$ cat src/rtl/i2c_arb_pkg.sv
package i2c_arb_pkg;

    typedef enum logic [2:0] {
        ST_IDLE,
        ST_START_A,
        ST_START_B,
        ST_BIT,
        ST_END,
        ST_STOP_B,
        ST_STOP_C
    } mst_state_e;

    typedef struct packed {
        logic scl_low;
        logic sda_low;
    } line_drv_t;

    typedef struct packed {
        logic scl;
        logic sda;
        logic busy;
    } bus_view_t;

    // Pull-low pattern for a state and quarter of the SCL period.
    function automatic line_drv_t line_drive(
        input mst_state_e st,
        input logic [1:0] q,
        input logic       data_phase,
        input logic       bit_val,
        input logic       lost
    );
        line_drv_t d;
        d.scl_low = 1'b0;
        d.sda_low = 1'b0;
        case (st)
            ST_START_A: d.sda_low = 1'b1;
            ST_START_B: begin d.scl_low = 1'b1; d.sda_low = 1'b1; end
            ST_BIT: begin
                d.scl_low = ~q[1];
                d.sda_low = data_phase & ~bit_val & ~lost;
            end
            ST_END: begin d.scl_low = 1'b1; d.sda_low = ~lost; end
            ST_STOP_B: d.sda_low = 1'b1;
            default: ;
        endcase
        return d;
    endfunction

endpackage

$ cat src/rtl/i2c_quarter_tick.sv
module i2c_quarter_tick #(
    parameter int QDIV = 4
) (
    input  logic clk,
    input  logic rst,
    input  logic en,
    output logic tick
);
    localparam int CW = (QDIV > 1) ? $clog2(QDIV) : 1;

    logic [CW-1:0] cnt;

    assign tick = en && (cnt == CW'(QDIV - 1));

    always_ff @(posedge clk) begin
        if (rst || !en || tick) cnt <= '0;
        else                    cnt <= cnt + CW'(1);
    end
endmodule

$ cat src/rtl/i2c_line_watch.sv
module i2c_line_watch
    import i2c_arb_pkg::*;
(
    input  logic      clk,
    input  logic      rst,
    input  logic      scl_in,
    input  logic      sda_in,
    output bus_view_t view
);
    logic scl_s, sda_s, scl_p, sda_p, busy_q;
    logic start_seen, stop_seen;

    assign start_seen = scl_s & scl_p &  sda_p & ~sda_s;
    assign stop_seen  = scl_s & scl_p & ~sda_p &  sda_s;

    always_ff @(posedge clk) begin
        if (rst) begin
            scl_s  <= 1'b1;
            sda_s  <= 1'b1;
            scl_p  <= 1'b1;
            sda_p  <= 1'b1;
            busy_q <= 1'b0;
        end else begin
            scl_s <= scl_in;
            sda_s <= sda_in;
            scl_p <= scl_s;
            sda_p <= sda_s;
            if (start_seen)     busy_q <= 1'b1;
            else if (stop_seen) busy_q <= 1'b0;
        end
    end

    assign view.scl  = scl_s;
    assign view.sda  = sda_s;
    assign view.busy = busy_q;

    p_busy_start_r7: assert property (@(posedge clk) disable iff (rst)
        start_seen |=> busy_q);
    p_busy_stop_r7: assert property (@(posedge clk) disable iff (rst)
        stop_seen |=> !busy_q);
endmodule

$ cat src/rtl/i2c_arb_flags.sv
module i2c_arb_flags (
    input  logic clk,
    input  logic rst,
    input  logic accept,
    input  logic refuse,
    input  logic lost_evt,
    input  logic done_evt,
    input  logic al_clr,
    output logic mm_bit,
    output logic al_flag,
    output logic irq
);
    logic set_evt;
    assign set_evt = refuse | lost_evt;

    always_ff @(posedge clk) begin
        if (rst) begin
            mm_bit  <= 1'b0;
            al_flag <= 1'b0;
            irq     <= 1'b0;
        end else begin
            if (set_evt || done_evt) mm_bit <= 1'b0;
            else if (accept)         mm_bit <= 1'b1;
            if (set_evt)     al_flag <= 1'b1;
            else if (al_clr) al_flag <= 1'b0;
            if (set_evt)     irq <= 1'b1;
            else if (al_clr) irq <= 1'b0;
        end
    end

    p_set_wins_r9: assert property (@(posedge clk) disable iff (rst)
        set_evt |=> (al_flag && irq));
    p_clear_r9: assert property (@(posedge clk) disable iff (rst)
        (al_clr && !set_evt) |=> (!al_flag && !irq));
    p_mm_drop_r5: assert property (@(posedge clk) disable iff (rst)
        set_evt |=> !mm_bit);
endmodule

$ cat src/rtl/i2c_arb_master.sv
module i2c_arb_master
    import i2c_arb_pkg::*;
#(
    parameter int DATA_W = 8,
    parameter int QDIV   = 4
) (
    input  logic              clk,
    input  logic              rst,
    input  logic              start_req,
    input  logic [DATA_W-1:0] tx_byte,
    input  logic              al_clr,
    input  logic              scl_in,
    input  logic              sda_in,
    output logic              scl_oe,
    output logic              sda_oe,
    output logic              mm_bit,
    output logic              al_flag,
    output logic              irq,
    output logic              bus_busy,
    output logic              xfer_done
);
    localparam int IDX_W = $clog2(DATA_W + 1);

    mst_state_e        st;
    logic [1:0]        q;
    logic [IDX_W-1:0]  bidx;
    logic [DATA_W-1:0] sh;
    logic              lost_q;
    logic              done_q;
    logic              tick;
    bus_view_t         view;
    line_drv_t         drv;

    logic accept, refuse, data_phase, last_bit, lose_now, lost_evt, done_evt;

    i2c_line_watch u_watch (
        .clk    (clk),
        .rst    (rst),
        .scl_in (scl_in),
        .sda_in (sda_in),
        .view   (view)
    );

    i2c_quarter_tick #(.QDIV(QDIV)) u_tick (
        .clk  (clk),
        .rst  (rst),
        .en   (st != ST_IDLE),
        .tick (tick)
    );

    assign accept     = start_req && (st == ST_IDLE) && !view.busy;
    assign refuse     = start_req && (st == ST_IDLE) &&  view.busy;
    assign data_phase = (st == ST_BIT) && (bidx < IDX_W'(DATA_W));
    assign last_bit   = (bidx == IDX_W'(DATA_W));
    assign lose_now   = data_phase && q[1] && sh[DATA_W-1] && !lost_q
                        && view.scl && !view.sda;
    assign lost_evt   = tick && (st == ST_BIT) && (q == 2'd3) && last_bit && lost_q;
    assign done_evt   = tick && (st == ST_STOP_C);

    always_ff @(posedge clk) begin
        if (rst) begin
            st     <= ST_IDLE;
            q      <= '0;
            bidx   <= '0;
            sh     <= '0;
            lost_q <= 1'b0;
            done_q <= 1'b0;
        end else begin
            done_q <= done_evt;
            if (st == ST_IDLE) begin
                lost_q <= 1'b0;
                if (accept) begin
                    st   <= ST_START_A;
                    sh   <= tx_byte;
                    q    <= '0;
                    bidx <= '0;
                end
            end else begin
                if (lose_now) lost_q <= 1'b1;
                if (tick) begin
                    case (st)
                        ST_START_A: st <= ST_START_B;
                        ST_START_B: begin
                            st   <= ST_BIT;
                            q    <= '0;
                            bidx <= '0;
                        end
                        ST_BIT: begin
                            if (q != 2'd3) begin
                                q <= q + 2'd1;
                            end else if (last_bit) begin
                                st <= ST_END;
                            end else begin
                                q    <= '0;
                                bidx <= bidx + IDX_W'(1);
                                sh   <= {sh[DATA_W-2:0], 1'b0};
                            end
                        end
                        ST_END:    st <= lost_q ? ST_IDLE : ST_STOP_B;
                        ST_STOP_B: st <= ST_STOP_C;
                        ST_STOP_C: st <= ST_IDLE;
                        default:   st <= ST_IDLE;
                    endcase
                end
            end
        end
    end

    assign drv = line_drive(st, q, data_phase, sh[DATA_W-1], lost_q);

    assign scl_oe    = drv.scl_low;
    assign sda_oe    = drv.sda_low;
    assign bus_busy  = view.busy;
    assign xfer_done = done_q;

    i2c_arb_flags u_flags (
        .clk      (clk),
        .rst      (rst),
        .accept   (accept),
        .refuse   (refuse),
        .lost_evt (lost_evt),
        .done_evt (done_evt),
        .al_clr   (al_clr),
        .mm_bit   (mm_bit),
        .al_flag  (al_flag),
        .irq      (irq)
    );

    // SDA may only move while SCL is held low.
    p_hold_high_r2: assert property (@(posedge clk) disable iff (rst)
        ((st == ST_BIT) && q[1] && $past((st == ST_BIT) && q[1])) |-> $stable(sda_oe));
    // Once lost, SDA is never pulled for the rest of the byte.
    p_lost_quiet_r3: assert property (@(posedge clk) disable iff (rst)
        (lost_q && $past(lost_q)) |-> !sda_oe);
    // A loss is flagged only at the edge that ends the ninth pulse.
    p_loss_at_ninth_r5: assert property (@(posedge clk) disable iff (rst)
        ($rose(al_flag) && !$past(refuse)) |-> ((st == ST_END) && lost_q && scl_oe));
    // A refused request leaves the engine idle with the flag set.
    p_refuse_r8: assert property (@(posedge clk) disable iff (rst)
        refuse |=> (al_flag && !mm_bit && (st == ST_IDLE)));
endmodule

$ cat config.mk
export PLATFORM = sky130hd
export DESIGN_NAME = i2c_arb_master
export DESIGN_NICKNAME = d
export VERILOG_FILES = /design/src/rtl/i2c_arb_pkg.sv /design/src/rtl/i2c_quarter_tick.sv /design/src/rtl/i2c_line_watch.sv /design/src/rtl/i2c_arb_flags.sv /design/src/rtl/i2c_arb_master.sv
export SDC_FILE = /design/constraint.sdc
export NUM_CORES = 1
export LEC_CHECK = 0
export BUFFER_PORTS_ARGS = -buffer_cell sky130_fd_sc_hd__buf_2
export CAP_MARGIN = 5
export CORE_MARGIN = 3
export CORE_UTILIZATION = 45
export DETAILED_ROUTE_END_ITERATION = 8
export PLACE_DENSITY = 0.67
export REMOVE_ABC_BUFFERS = 1
export SYNTH_ARGS = -nofsm -noshare
export SYNTH_HDL_FRONTEND = slang
export SYNTH_SLANG_ARGS = --single-unit
$ cat constraint.sdc
create_clock -name clk -period 2.2 [get_ports clk]
set_clock_uncertainty 0.15 [all_clocks]
set_input_delay 0 -clock clk [delete_from_list [all_inputs] [get_ports clk]]
set_output_delay 0 -clock clk [all_outputs]
set_load 0.02 [all_outputs]
==> metrics <==
Die Wd 62.1 um; Yosys cell types 43; R2R depth 4; total power 0.000976 W; num ports 21; post-placement cell area 1530 um2; mux cell area share after synthesis 0.0221; Net Sw Frac 0.265; Fillers 250; final hold violations 0; largest net degree at the start of global routing 30; Hold Path Cell Cnt 3; Synth top area share 0.396; Synth Flop Type dfxtp_1; Post-Syn Area 1420 um2; count leader, synth dfxtp_1; DP HPWL 2.09 mm; global route total overflow 0; H-tree depth 1; DRC 0; Post-Synth XOR/XNOR Area 0.00618; critical path's slowest cell and3b_1; final setup margin 0.226 ns; # resized after CTS 0; antenna violations before repair 0; RSZ-0062 raised after global routing no; worst-path cell chain and3b_1 > o2111ai_4 > and2_4 > a211oi_1; register area 561 um2; Num CTS Buffers 3; number of synthesized flops with an enable pin 0; crit path kind register to register; Clock Power Share 0.264; Worst Path Max Fanout 15; Syn. warnings 0; Via Count 1283; post-synth top area cell dfxtp_1; nets 209; die height 62.1 um; register area share after synthesis 0.396; fin area 1700 um2; ANT nets after route 0; combinational share of power 0.170; crit-path max cell delay 0.50 ns; CTS tree yes; Tightest Pin Transition 0.515 ns; vias in the first global route 1219; Fmax 507 MHz; Crit. End Element register; routed wire length 3.08 mm; min cycle time layout 1.97 ns; worst rel slew slack 0.657; Max Slew Vio Count 0; Compound-Gate Fraction of Synth Area 0.221; worst skew pair latency 0.34 ns; CTS root buf clkbuf_4; period utilization 0.897; Longest Clk Path Bufs 2; Reg clk slew, reported paths 0.15 ns; Setup-failing EPs final 0; Worst Setup SP st[2]$_SDFFE_PP0P_; CP Launch Type register; Post CTS Setup Buffer Count 0; FP Rows 19; sequential power share 0.566; DRT iter0 DRCs 83; Peak VDD IR 0.000551 V; share of layout cells above drive strength 1 0.179; aggregate global-route resource usage 0.169; Synth Instances 160; PortBufs 20; WL/cell 13.3 um; syn_area_per_cell 8.85 um2; Max Cap Viol 0; DP Worst Slack 0.272 ns; Critical Path AT 2.08 ns; Multi-input gate area 748 um2; Sw Pwr 0.000259 W; adder-cell share of the synthesized area 0.0353; WP data required 2.31 ns; Yosys reg bits 28; CTS Sinks 28; Worst Hold Class input port to register; first-pass GRT wire length 5.46 mm; first-pass detailed-route iteration total 4; power per cell area 574 nW/um2; Initial Util 0.492; status finished clean; hold buffers post-CTS 14; drt via density 5.53; die area 3860 um2; ANT cells 0; CORE AREA 2880 um2; Area Overhead vs Synth 20.1%; Placer Congestion 0.827; ranking of synthesized cells by area dfxtp_1 40%, a221oi_1 4.9%, a21oi_1 4.2%; Leakage 0.654 nW; Int Pwr 0.000717 W; Synth async-reset ratio 0; largest family of logic cells by synthesized area simple AND/OR/NAND/NOR gates; Commonest cells post-synth 28 x dfxtp_1, 12 x a21oi_1, 11 x nor2_1; Synth Area in Simple Gates 0.240; min-delay src sda_in; worst r2r src st[2]$_SDFFE_PP0P_
[stage by stage]
step	util	hold WS [ns]	cells	setup TNS [ns]
2_1_floorplan	-	-0.0809	148	-4.97
3_3_place_gp	0.530	0.0296	214	0
3_5_place_dp	0.530	0.0357	214	0
4_1_cts	0.592	0.215	232	0
5_1_grt	0.592	0.220	232	0
6_report	0.592	0.233	232	0
[sequential cells by signal, summed over array words and instances (netlist names), 2 cells and up]
name / flops
q: 2
bidx: 4
u_tick.cnt: 2
sh: 8
st: 3
[cell families after synthesis]
group | Yosys count
compound gates | 44
mux | 3
fa+ha+maj | 4
flops | 28
simple gates | 59
xor+xnor | 1
buf+inv | 21
[area by class of cell]
type | count | share of cell area
clock buffers | 4 | 0.0213
inverters | 9 | 0.0199
repair buffers | 38 | 0.159
well taps | 42 | 0.0309
multi-input cells | 111 | 0.440
flip-flops and latches | 28 | 0.329
[worst max-delay path: cells and delay by family, from the launching register on]
kind / cells / cell delay, ns
compound gates: 2 / 0.50
flops: 1 / 0.48
simple gates: 2 / 0.77
[layer usage]
metal  part of all wire  global-route usage  routed length (um)  vias to the layer above
met5                  0                   0                   0                        -
met4              0.017              0.0608                  52                        0
met3              0.032              0.0414                  99                        6
met2               0.49               0.309                1510                       23
met1               0.46               0.189                1420                      609
li1                   -                   -                   -                      645
[power groups by stage]
stage          clock network [W]  registers (W)  logic [W]
2_1_floorplan                  0       0.000566  0.0000850
3_3_place_gp                   0       0.000561   0.000141
3_5_place_dp                   0       0.000563   0.000145
4_1_cts                 0.000260       0.000551   0.000166
5_1_grt                 0.000283       0.000557   0.000183
6_report                0.000258       0.000552   0.000166
[worst paths after layout]
path	to	slack, ns
worst min register to register	u_tick.cnt[0]$_SDFF_PP0_	0.30
worst min-delay path	u_watch.sda_s$_SDFF_PP1_	0.23
worst max-delay path	sh[7]$_SDFFE_PP0P_	0.23
worst max register to register	sh[7]$_SDFFE_PP0P_	0.23
[cells in the final DEF (no fill, tap or decap), drive strengths merged, types with 5 or more instances in the layout]
cell / count
a211oi: 7
a21oi: 12
a221oi: 8
buf: 24
dfxtp: 28
dlygate4sd3: 14
inv: 9
nand2: 10
nand3: 5
nor2: 11
nor3: 5
o21ai: 5
Power figures use the tool's default switching activity.
